[src/rtl/mip_pkg.sv]
package mip_pkg;
    localparam int DW = 16;
    localparam int AW = 3;
    localparam logic [DW-1:0] STAT_CODE = 16'h8000;

    localparam logic [AW-1:0] A_CTRL  = 3'd0;
    localparam logic [AW-1:0] A_STAT  = 3'd1;
    localparam logic [AW-1:0] A_CAUSE = 3'd2;
    localparam logic [AW-1:0] A_PLO   = 3'd3;
    localparam logic [AW-1:0] A_PHI   = 3'd4;
    localparam logic [AW-1:0] A_CLR   = 3'd5;
    localparam logic [AW-1:0] A_IELO  = 3'd6;
    localparam logic [AW-1:0] A_IEHI  = 3'd7;

    typedef struct packed {
        logic err_en;
        logic stat_en;
        logic glob_en;
    } ctrl_t;

    typedef struct packed {
        logic       err_pend;
        logic       stat_pend;
        logic [3:0] flags;
    } stat_t;
endpackage

[src/rtl/mip_obj_bank.sv]
module mip_obj_bank #(
    parameter int NOBJ = 32
) (
    input  logic            clk,
    input  logic            rst_n,
    input  logic [NOBJ-1:0] obj_evt,
    input  logic [NOBJ-1:0] obj_ie,
    input  logic [NOBJ-1:0] clr_mask,
    output logic [NOBJ-1:0] pend
);
    logic [NOBJ-1:0] pend_d, pend_q;

    always_comb begin
        pend_d = (pend_q & ~clr_mask) | (obj_evt & obj_ie);
    end

    always_ff @(posedge clk or negedge rst_n) begin
        if (!rst_n) pend_q <= '0;
        else        pend_q <= pend_d;
    end

    assign pend = pend_q;


    pend_rise_needs_enable_chk: assert property (@(posedge clk) disable iff (!rst_n)
        ((pend_q & ~$past(pend_q)) & ~$past(obj_evt & obj_ie)) == '0);


    pend_fall_needs_clear_chk: assert property (@(posedge clk) disable iff (!rst_n)
        ((~pend_q & $past(pend_q)) & ~$past(clr_mask)) == '0);


    clear_onehot_chk: assert property (@(posedge clk) disable iff (!rst_n)
        $onehot0(clr_mask));
endmodule

[src/rtl/mip_evt_ctrl.sv]
module mip_evt_ctrl
    import mip_pkg::*;
(
    input  logic  clk,
    input  logic  rst_n,
    input  logic  stat_en,
    input  logic  err_en,
    input  logic  ev_xfer_done,
    input  logic  ev_bus_err,
    input  logic  ev_bus_off,
    input  logic  ev_err_limit,
    input  logic  clr_all,
    output stat_t stat
);
    stat_t st_d, st_q;

    always_comb begin
        st_d = clr_all ? '0 : st_q;
        if (ev_xfer_done) st_d.flags[0] = 1'b1;
        if (ev_bus_err)   st_d.flags[1] = 1'b1;
        if (ev_bus_off)   st_d.flags[2] = 1'b1;
        if (ev_err_limit) st_d.flags[3] = 1'b1;
        if (stat_en && (ev_xfer_done || ev_bus_err)) st_d.stat_pend = 1'b1;
        if (err_en && (ev_bus_off || ev_err_limit))  st_d.err_pend  = 1'b1;
    end

    always_ff @(posedge clk or negedge rst_n) begin
        if (!rst_n) st_q <= '0;
        else        st_q <= st_d;
    end

    assign stat = st_q;


    stat_rise_gated_chk: assert property (@(posedge clk) disable iff (!rst_n)
        $rose(st_q.stat_pend) |-> $past(stat_en && (ev_xfer_done || ev_bus_err)));


    err_rise_gated_chk: assert property (@(posedge clk) disable iff (!rst_n)
        $rose(st_q.err_pend) |-> $past(err_en && (ev_bus_off || ev_err_limit)));


    stat_fall_needs_clear_chk: assert property (@(posedge clk) disable iff (!rst_n)
        ($fell(st_q.stat_pend) || $fell(st_q.err_pend)) |-> $past(clr_all));
endmodule

[src/rtl/mip_cause_enc.sv]
module mip_cause_enc
    import mip_pkg::*;
#(
    parameter int NOBJ = 32
) (
    input  logic [NOBJ-1:0] pend,
    input  logic            stat_any,
    output logic [DW-1:0]   cause
);
    logic [DW-1:0] obj_num;

    always_comb begin
        obj_num = '0;
        for (int i = NOBJ - 1; i >= 0; i--) begin
            if (pend[i]) obj_num = DW'(i + 1);
        end
        cause = stat_any ? STAT_CODE : obj_num;
    end
endmodule

[src/rtl/msg_irq_prioritizer.sv]
module msg_irq_prioritizer
    import mip_pkg::*;
#(
    parameter int NOBJ = 32
) (
    input  logic            clk,
    input  logic            rst_n,
    input  logic            bus_wr,
    input  logic            bus_rd,
    input  logic [AW-1:0]   bus_addr,
    input  logic [DW-1:0]   bus_wdata,
    output logic [DW-1:0]   bus_rdata,
    input  logic [NOBJ-1:0] obj_evt,
    input  logic            ev_xfer_done,
    input  logic            ev_bus_err,
    input  logic            ev_bus_off,
    input  logic            ev_err_limit,
    output logic            irq_o
);
    localparam int HALF = NOBJ / 2;
    localparam int IW   = $clog2(NOBJ);

    typedef struct packed {
        ctrl_t           ctrl;
        logic [NOBJ-1:0] ie;
        logic [DW-1:0]   rdata;
    } regs_t;

    regs_t r_d, r_q;

    logic [NOBJ-1:0] pend;
    logic [NOBJ-1:0] clr_mask;
    logic            clr_all;
    stat_t           stat;
    logic [DW-1:0]   cause;
    logic            stat_any;

    assign stat_any = stat.stat_pend | stat.err_pend;

    always_comb begin
        for (int i = 0; i < NOBJ; i++) begin
            clr_mask[i] = bus_wr && (bus_addr == A_CLR) && (bus_wdata == DW'(i + 1));
        end
        clr_all = (bus_wr && (bus_addr == A_CLR) && (bus_wdata == STAT_CODE))
               || (bus_rd && (bus_addr == A_STAT));
    end

    mip_obj_bank #(.NOBJ(NOBJ)) u_bank (
        .clk      (clk),
        .rst_n    (rst_n),
        .obj_evt  (obj_evt),
        .obj_ie   (r_q.ie),
        .clr_mask (clr_mask),
        .pend     (pend)
    );

    mip_evt_ctrl u_evt (
        .clk          (clk),
        .rst_n        (rst_n),
        .stat_en      (r_q.ctrl.stat_en),
        .err_en       (r_q.ctrl.err_en),
        .ev_xfer_done (ev_xfer_done),
        .ev_bus_err   (ev_bus_err),
        .ev_bus_off   (ev_bus_off),
        .ev_err_limit (ev_err_limit),
        .clr_all      (clr_all),
        .stat         (stat)
    );

    mip_cause_enc #(.NOBJ(NOBJ)) u_enc (
        .pend     (pend),
        .stat_any (stat_any),
        .cause    (cause)
    );

    always_comb begin
        r_d = r_q;
        if (bus_wr) begin
            case (bus_addr)
                A_CTRL: r_d.ctrl = ctrl_t'(bus_wdata[2:0]);
                A_IELO: r_d.ie[HALF-1:0] = bus_wdata[HALF-1:0];
                A_IEHI: r_d.ie[NOBJ-1:HALF] = bus_wdata[HALF-1:0];
                default: ;
            endcase
        end
        if (bus_rd) begin
            case (bus_addr)
                A_CTRL:  r_d.rdata = DW'(r_q.ctrl);
                A_STAT:  r_d.rdata = DW'(stat);
                A_CAUSE: r_d.rdata = cause;
                A_PLO:   r_d.rdata = DW'(pend[HALF-1:0]);
                A_PHI:   r_d.rdata = DW'(pend[NOBJ-1:HALF]);
                A_IELO:  r_d.rdata = DW'(r_q.ie[HALF-1:0]);
                A_IEHI:  r_d.rdata = DW'(r_q.ie[NOBJ-1:HALF]);
                default: r_d.rdata = '0;
            endcase
        end
    end

    always_ff @(posedge clk or negedge rst_n) begin
        if (!rst_n) r_q <= '0;
        else        r_q <= r_d;
    end

    assign bus_rdata = r_q.rdata;
    assign irq_o     = r_q.ctrl.glob_en & (stat_any | (|pend));


    irq_needs_global_chk: assert property (@(posedge clk) disable iff (!rst_n)
        irq_o |-> r_q.ctrl.glob_en);


    stat_wins_cause_chk: assert property (@(posedge clk) disable iff (!rst_n)
        stat_any |-> (cause == STAT_CODE));


    cause_is_pending_chk: assert property (@(posedge clk) disable iff (!rst_n)
        (!stat_any && cause != '0) |-> pend[IW'(cause - 1'b1)]);


    cause_is_lowest_chk: assert property (@(posedge clk) disable iff (!rst_n)
        (!stat_any && cause != '0) |->
            ((pend & ((NOBJ'(1) << IW'(cause - 1'b1)) - NOBJ'(1))) == '0));


    idle_cause_zero_chk: assert property (@(posedge clk) disable iff (!rst_n)
        (!stat_any && pend == '0) |-> (cause == '0));
endmodule

[config.mk]
export PLATFORM = sky130hd
export DESIGN_NAME = msg_irq_prioritizer
export DESIGN_NICKNAME = d
export VERILOG_FILES = /design/src/rtl/mip_pkg.sv /design/src/rtl/mip_obj_bank.sv /design/src/rtl/mip_evt_ctrl.sv /design/src/rtl/mip_cause_enc.sv /design/src/rtl/msg_irq_prioritizer.sv
export SDC_FILE = /design/constraint.sdc
export NUM_CORES = 1
export LEC_CHECK = 0
export CORE_ASPECT_RATIO = 1.75
export CORE_MARGIN = 1.5
export CORE_UTILIZATION = 40
export CTS_CLUSTER_DIAMETER = 80
export DETAILED_ROUTE_END_ITERATION = 12
export DONT_BUFFER_PORTS = 1
export GPL_TIMING_DRIVEN = 0
export PLACE_DENSITY_LB_ADDON = 0.1
export SYNTH_ARGS = -nofsm -noshare
export SYNTH_HDL_FRONTEND = slang
export SYNTH_SLANG_ARGS = --single-unit
[constraint.sdc]
create_clock -name clk -period 2.1 [get_ports clk]
set_input_delay 0.42 -clock clk [delete_from_list [all_inputs] [get_ports clk]]
set_output_delay 0.42 -clock clk [all_outputs]
set_load 0.05 [all_outputs]
; ---- Yosys cells after proc, flatten, opt, wreduce, memory -nomap -nowiden
; Cells that the tools add are included.
[word_totals]
reg_bits = 89
mem_bits_rw = 0
rom_bits = 0
elab_cells = 152
input_bits = 59
memories = 0
latchBits = 0
[op_classes]
eq_ne = 40
magnitude_cmp = 0
n_div = 0
bitwise = 7
n_mul = 0
add_sub_neg = 0
shift = 0
reduce_logical = 51
n_mux = 41
[ops]
columns = operator, count
row1 = $eq 16x5->1 const B, 16
row2 = $mux 6, 33
row3 = $eq 16x4->1 const B, 8
row4 = $pmux 16 s7, 1
row5 = $and 32x32->32, 2
row6 = $eq 16x3->1 const B, 4
row7 = $logic_and 1x1->1, 37
row8 = $eq 16x2->1 const B, 2
row9 = $not 32->32, 1
row10 = $or 32x32->32, 1
row11 = $reduce_or 32->1, 1
row12 = $eq 16x1->1 const B, 1
row13 = $eq 16x16->1 const B, 1
row14 = $eq 16x6->1 const B, 1
row15 = $mux 16, 1
row16 = $eq 3x3->1 const B, 4
row17 = $reduce_bool 2->1, 6
row18 = $eq 3x2->1 const B, 2
row19 = $mux 1, 6
row20 = $reduce_and 2->1, 3
row21 = $eq 3x1->1 const B, 1
row22 = $logic_not 3->1, 1
row23 = $logic_or 1x1->1, 3
row24 = $or 1x1->1, 2
row25 = $and 1x1->1, 1

; ---- Longest topological paths before layout
[logic_depth]
word_depth = 34
mapped_depth = 7
mapped_depth_nobuf = 5

; ---- Modules after synthesis
; From an unflattened synthesis, not the netlist that was laid out.
[unflattened]
hier_cells = 526
area_unflattened_um2 = 5144.9
[by_module_without_submodules]
columns = module, seq_area_each_um2, area_per_inst_um2, cells_each, instances
row1 = msg_irq_prioritizer, 1276.2, 3124.2, 305, 1
row2 = mip_obj_bank, 800.8, 1321.3, 128, 1
row3 = mip_cause_enc, 0.0, 488.0, 76, 1
row4 = mip_evt_ctrl, 150.1, 211.5, 17, 1

; ---- Worst setup path before layout
; No wires, ideal clock.
[synth_path]
path_kind = flip-flop to output port
start = reg u_bank.pend_q[22] (netlist: u_bank.pend[22])
end = out irq_o
path_stages_with_launch = 6
setup_slack_ns = -0.173
path_buffers = 0
arrival_time_ns = 1.853
required_ns = 1.680
path_cell_list = dfrtp_1 or4_1 nor2_1 nand3_1 nor2_1 a21boi_0
[synth_via]
elab_chain_len = 3
[synth_lines]
columns = element, line
row1 = "start, declared", mip_obj_bank.sv:11  ; logic [NOBJ-1:0] pend_d, pend_q;
row2 = "start signal, assigned", mip_obj_bank.sv:19  ; else pend_q <= pend_d;
row3 = $reduce_or 32->1, msg_irq_prioritizer.sv:106  ; assign irq_o = r_q.ctrl.glob_en & (stat_any | (|pend));
row4 = $or 1x1->1, msg_irq_prioritizer.sv:106
row5 = $and 1x1->1, msg_irq_prioritizer.sv:106
row6 = "end, declared", msg_irq_prioritizer.sv:18  ; output logic irq_o
; No other way between the ends.

; ---- Worst setup path after layout
[layout_path]
start = reg u_bank.pend_q[17] (netlist: u_bank.pend[17])
end = out irq_o
; The elaborated chain is that of the path after synthesis.

==> flow_summary.json <==
{
  "run_status": "finished, violations left",
  "violations": "negative hold slack, negative setup slack",
  "portBuffers": 0,
  "die_area_um2": 12320,
  "num_io_pins": 76,
  "timing.final.max_slew_violations": 0,
  "hold_ws_ns": -0.2417,
  "synthToLayoutAreaGrowth_pct": 14.81,
  "cts.clk_slew.worst_paths_ns": 0.07,
  "place.detailed.hpwl_mm": 11.85,
  "crit_top_cell": "sky130_fd_sc_hd__nor2_4",
  "viasPerCell": 6.187,
  "grtUsageTotal_pct": 26.08,
  "critical_path.startpoint_type": "flop",
  "yosys_most_used_dff": "sky130_fd_sc_hd__dfrtp_1",
  "tritoncts_num_sinks": 89,
  "p_sw_share_pct": 28.48,
  "worst_ep_arrival_time_ns": 1.85,
  "cts-root-to-sink-buffers": 2,
  "drt-initial-drc-count": 315,
  "last_weighted_congestion_value_of_the_routability_driven_placer": 0.9106,
  "cts_root_buffer": "sky130_fd_sc_hd__clkbuf_16",
  "register_bit_count_reported_by_yosys": 89,
  "antenna_left": 0,
  "power_switching_mw": 1.357,
  "antenna_violations_before_repair": 0,
  "gr-total-overflow": 0,
  "crit_family": "simple AND/OR/NAND/NOR gates",
  "vias": 3811,
  "combinationalPowerShare_pct": 15.1,
  "cts-htree-levels": 3,
  "insertion_delay_ns": 0.35,
  "synthesis.nets": 516,
  "finalHoldViolations": 89,
  "final_util_pct": 46.67,
  "die_w_um": 84.54,
  "crit_chain": "or4_4, nor2_4, nand3_4, nor2_4, a21boi_4",
  "finalClockSkew_ns": 0.008450,
  "cpPeakStageDelay_ns": 0.56,
  "total_power_mw": 4.763,
  "drt-wirelength-per-cell_um": 25.78,
  "synthesis.instances": 457,
  "drcViolationCount": 0,
  "fin_nets": 535,
  "grt_pass1_wl_mm": 23.54,
  "post_synth.cell_area_avg_um2": 10.18,
  "worst_setup_path_end_kind": "output pin",
  "core_rows": 52,
  "cell_area_after_synthesis_um2": 4654,
  "number_of_global_route_vias_before_repair": 3922,
  "post_route_setup_slack_ns": -0.1706,
  "critical_path_peak_fanout": 2,
  "synth_cell_type_count": 49,
  "starting_utilization_of_the_core_area_pct": 40.65,
  "synth_edf_count": 0,
  "maxClockFrequency_mhz": 440.4,
  "timing.critical_path.required_ns": 1.68,
  "period_minus_slack_ns": 2.271,
  "worst_slew_pin_slew_ns": 0.7059,
  "clkPwrFrac_pct": 40.7,
  "cts_tree": "done",
  "num_antenna_cells": 0,
  "core_area_um2": 11450,
  "irDropWorstVdd_v": 0.0004776,
  "timing.hold.worst.class": "input port to asynchronous set/reset pin",
  "worstSetupPathType": "flop to output pin",
  "worst-path-buf-inv": 0,
  "seq_area_frac_synth_pct": 47.85,
  "fillCellCount": 1084,
  "timing.final.setup_violations": 1,
  "grt_max_degree": 90,
  "slew_headroom_pct": 52.68,
  "numCtsBuffers": 9,
  "ys_async_sr_fraction_pct": 100.0,
  "drive_gt1_share_pct": 23.08,
  "die_h_um": 145.7,
  "power_leakage_nw": 2.131,
  "unrepaired_setup_endpoints_after_global_routing": "yes",
  "cellPowerDensity_nw_per_um2": 891.3,
  "crit_slowest_cell": "sky130_fd_sc_hd__or4_4",
  "p_int_mw": 3.406,
  "final_min_period_over_clock_period_pct": 108.1,
  "pwr-share-seq_pct": 44.2,
  "ys_warn_count": 0,
  "route.final.wire_length_mm": 15.88,
  "detailedRoute.firstPassIterationCount": 5,
  "max-cap-violations": 0
}
-- layout by cell type (no fill, tap or decap), drive strengths merged, types with 3 or more instances in the layout --
cell type,n
a211oi,5
a21o,4
a21oi,9
a221o,3
a221oi,6
a222oi,3
a22o,25
a22oi,8
and2,4
buf,34
bufinv,3
clkbuf,18
dfrtp,89
inv,15
mux2,39
mux2i,8
nand2,58
nand3,20
nand3b,3
nor2,29
nor2b,4
nor3,10
nor4,10
o21ai,34
o2bb2ai,8
or3,5
or4,3
-- repair_timing --
action | in CTS | in global routing
cloned | 0 | 0
endpoints found under the hold margin | 89 | 89
pin swaps | 5 | 2
buffers inserted | 7 | 1
gates resized for setup | 16 | 5
endpoints found under the setup margin | 6 | 1
-- per-layer routing --
layer  track usage, %  share of wire, %  wire [µm]
met4            13.55               4.8        755
met3            4.368               4.3        682
met2            46.35                54       8568
met1            29.41                37       5873
met5                0                 0          0
-- flip-flops by register name, indices dropped and copies added (netlist names) --
name and flops:
u_evt.stat 6, u_bank.pend 32, bus_rdata 16, r_q 35
-- cells by family after synthesis --
group                  share of synthesized area, %
buffers and inverters                         5.591
and+or+nand+nor                               16.21
AOI/OAI and AO/OA                             19.19
muxes                                         11.16
DFF                                           47.85
-- area by class of cell --
class | instances | area [µm²] | area share (%)
tap | 135 | 168.9 | 3.161
multi-input combinational | 322 | 2268 | 42.45
inverter | 11 | 41.29 | 0.7727
clock buffer | 9 | 225.2 | 4.214
timing repair buffer | 8 | 60.06 | 1.124
clock inverter | 7 | 130.1 | 2.435
buffer | 35 | 219.0 | 4.097
sequential | 89 | 2231 | 41.75
-- through the flow --
stage	hold WS, ns	TNS (ns)	worst slack (ns)	std cells	area (µm²)
3_5_place_dp	0.1279	-5.072	-0.4219	592	4823
6_report	-0.2417	-0.1706	-0.1706	616	5344
2_1_floorplan	0.1244	0	0.1144	457	4654
5_1_grt	-0.2497	-0.2145	-0.2145	616	5344
4_1_cts	-0.2451	-0.2041	-0.2041	615	5300
3_3_place_gp	0.1278	-5.337	-0.4452	592	4823
-- power by group through the flow --
stage / clock, mW / sequential, mW / combinational [mW]
after global routing: 2.02 / 2.12 / 0.765
after global placement: 0 / 2.13 / 0.711
after floorplan: 0 / 2.04 / 0.608
final: 1.94 / 2.10 / 0.721
after CTS: 1.96 / 2.10 / 0.724
after detailed placement: 0 / 2.14 / 0.716
-- synthesized netlist by cell type, drive strengths merged (9+ instances only) --
cell     n  area, µm²
nor4    10      68.81
o21ai   34      170.2
a22o    25      219.0
inv     11      41.29
clkbuf   9      33.78
nand3   20      105.1
dfrtp   89       2227
nor2    29      108.9
mux2    39      439.2
a21oi    9      45.04
nor3    10      60.06
buf     26      185.2
nand2   58      217.7
-- path summary, 6_finish.rpt --
| kind | from | to | slack (ns) | cells past startpoint |
|---|---|---|---|---|
| setup / recovery | u_bank.pend[17]$_DFF_PN0_ | irq_o | -0.17 | 5 |
| hold / removal | rst_n | bus_rdata[10]$_DFFE_PN0P_ | -0.24 | 0 |
| setup reg to reg | u_bank.pend[21]$_DFF_PN0_ | bus_rdata[2]$_DFFE_PN0P_ | 0.17 | 6 |
| hold reg to reg | u_evt.stat[0]$_DFFE_PN0P_ | u_evt.stat[0]$_DFFE_PN0P_ | 0.49 | 1 |
| max in group asynchronous | rst_n | r_q[29]$_DFFE_PN0P_ | 2.12 | 0 |
| min in group clk | ev_bus_err | u_evt.stat[1]$_DFFE_PN0P_ | 0.16 | 1 |
(Power assumes the default switching activity.)
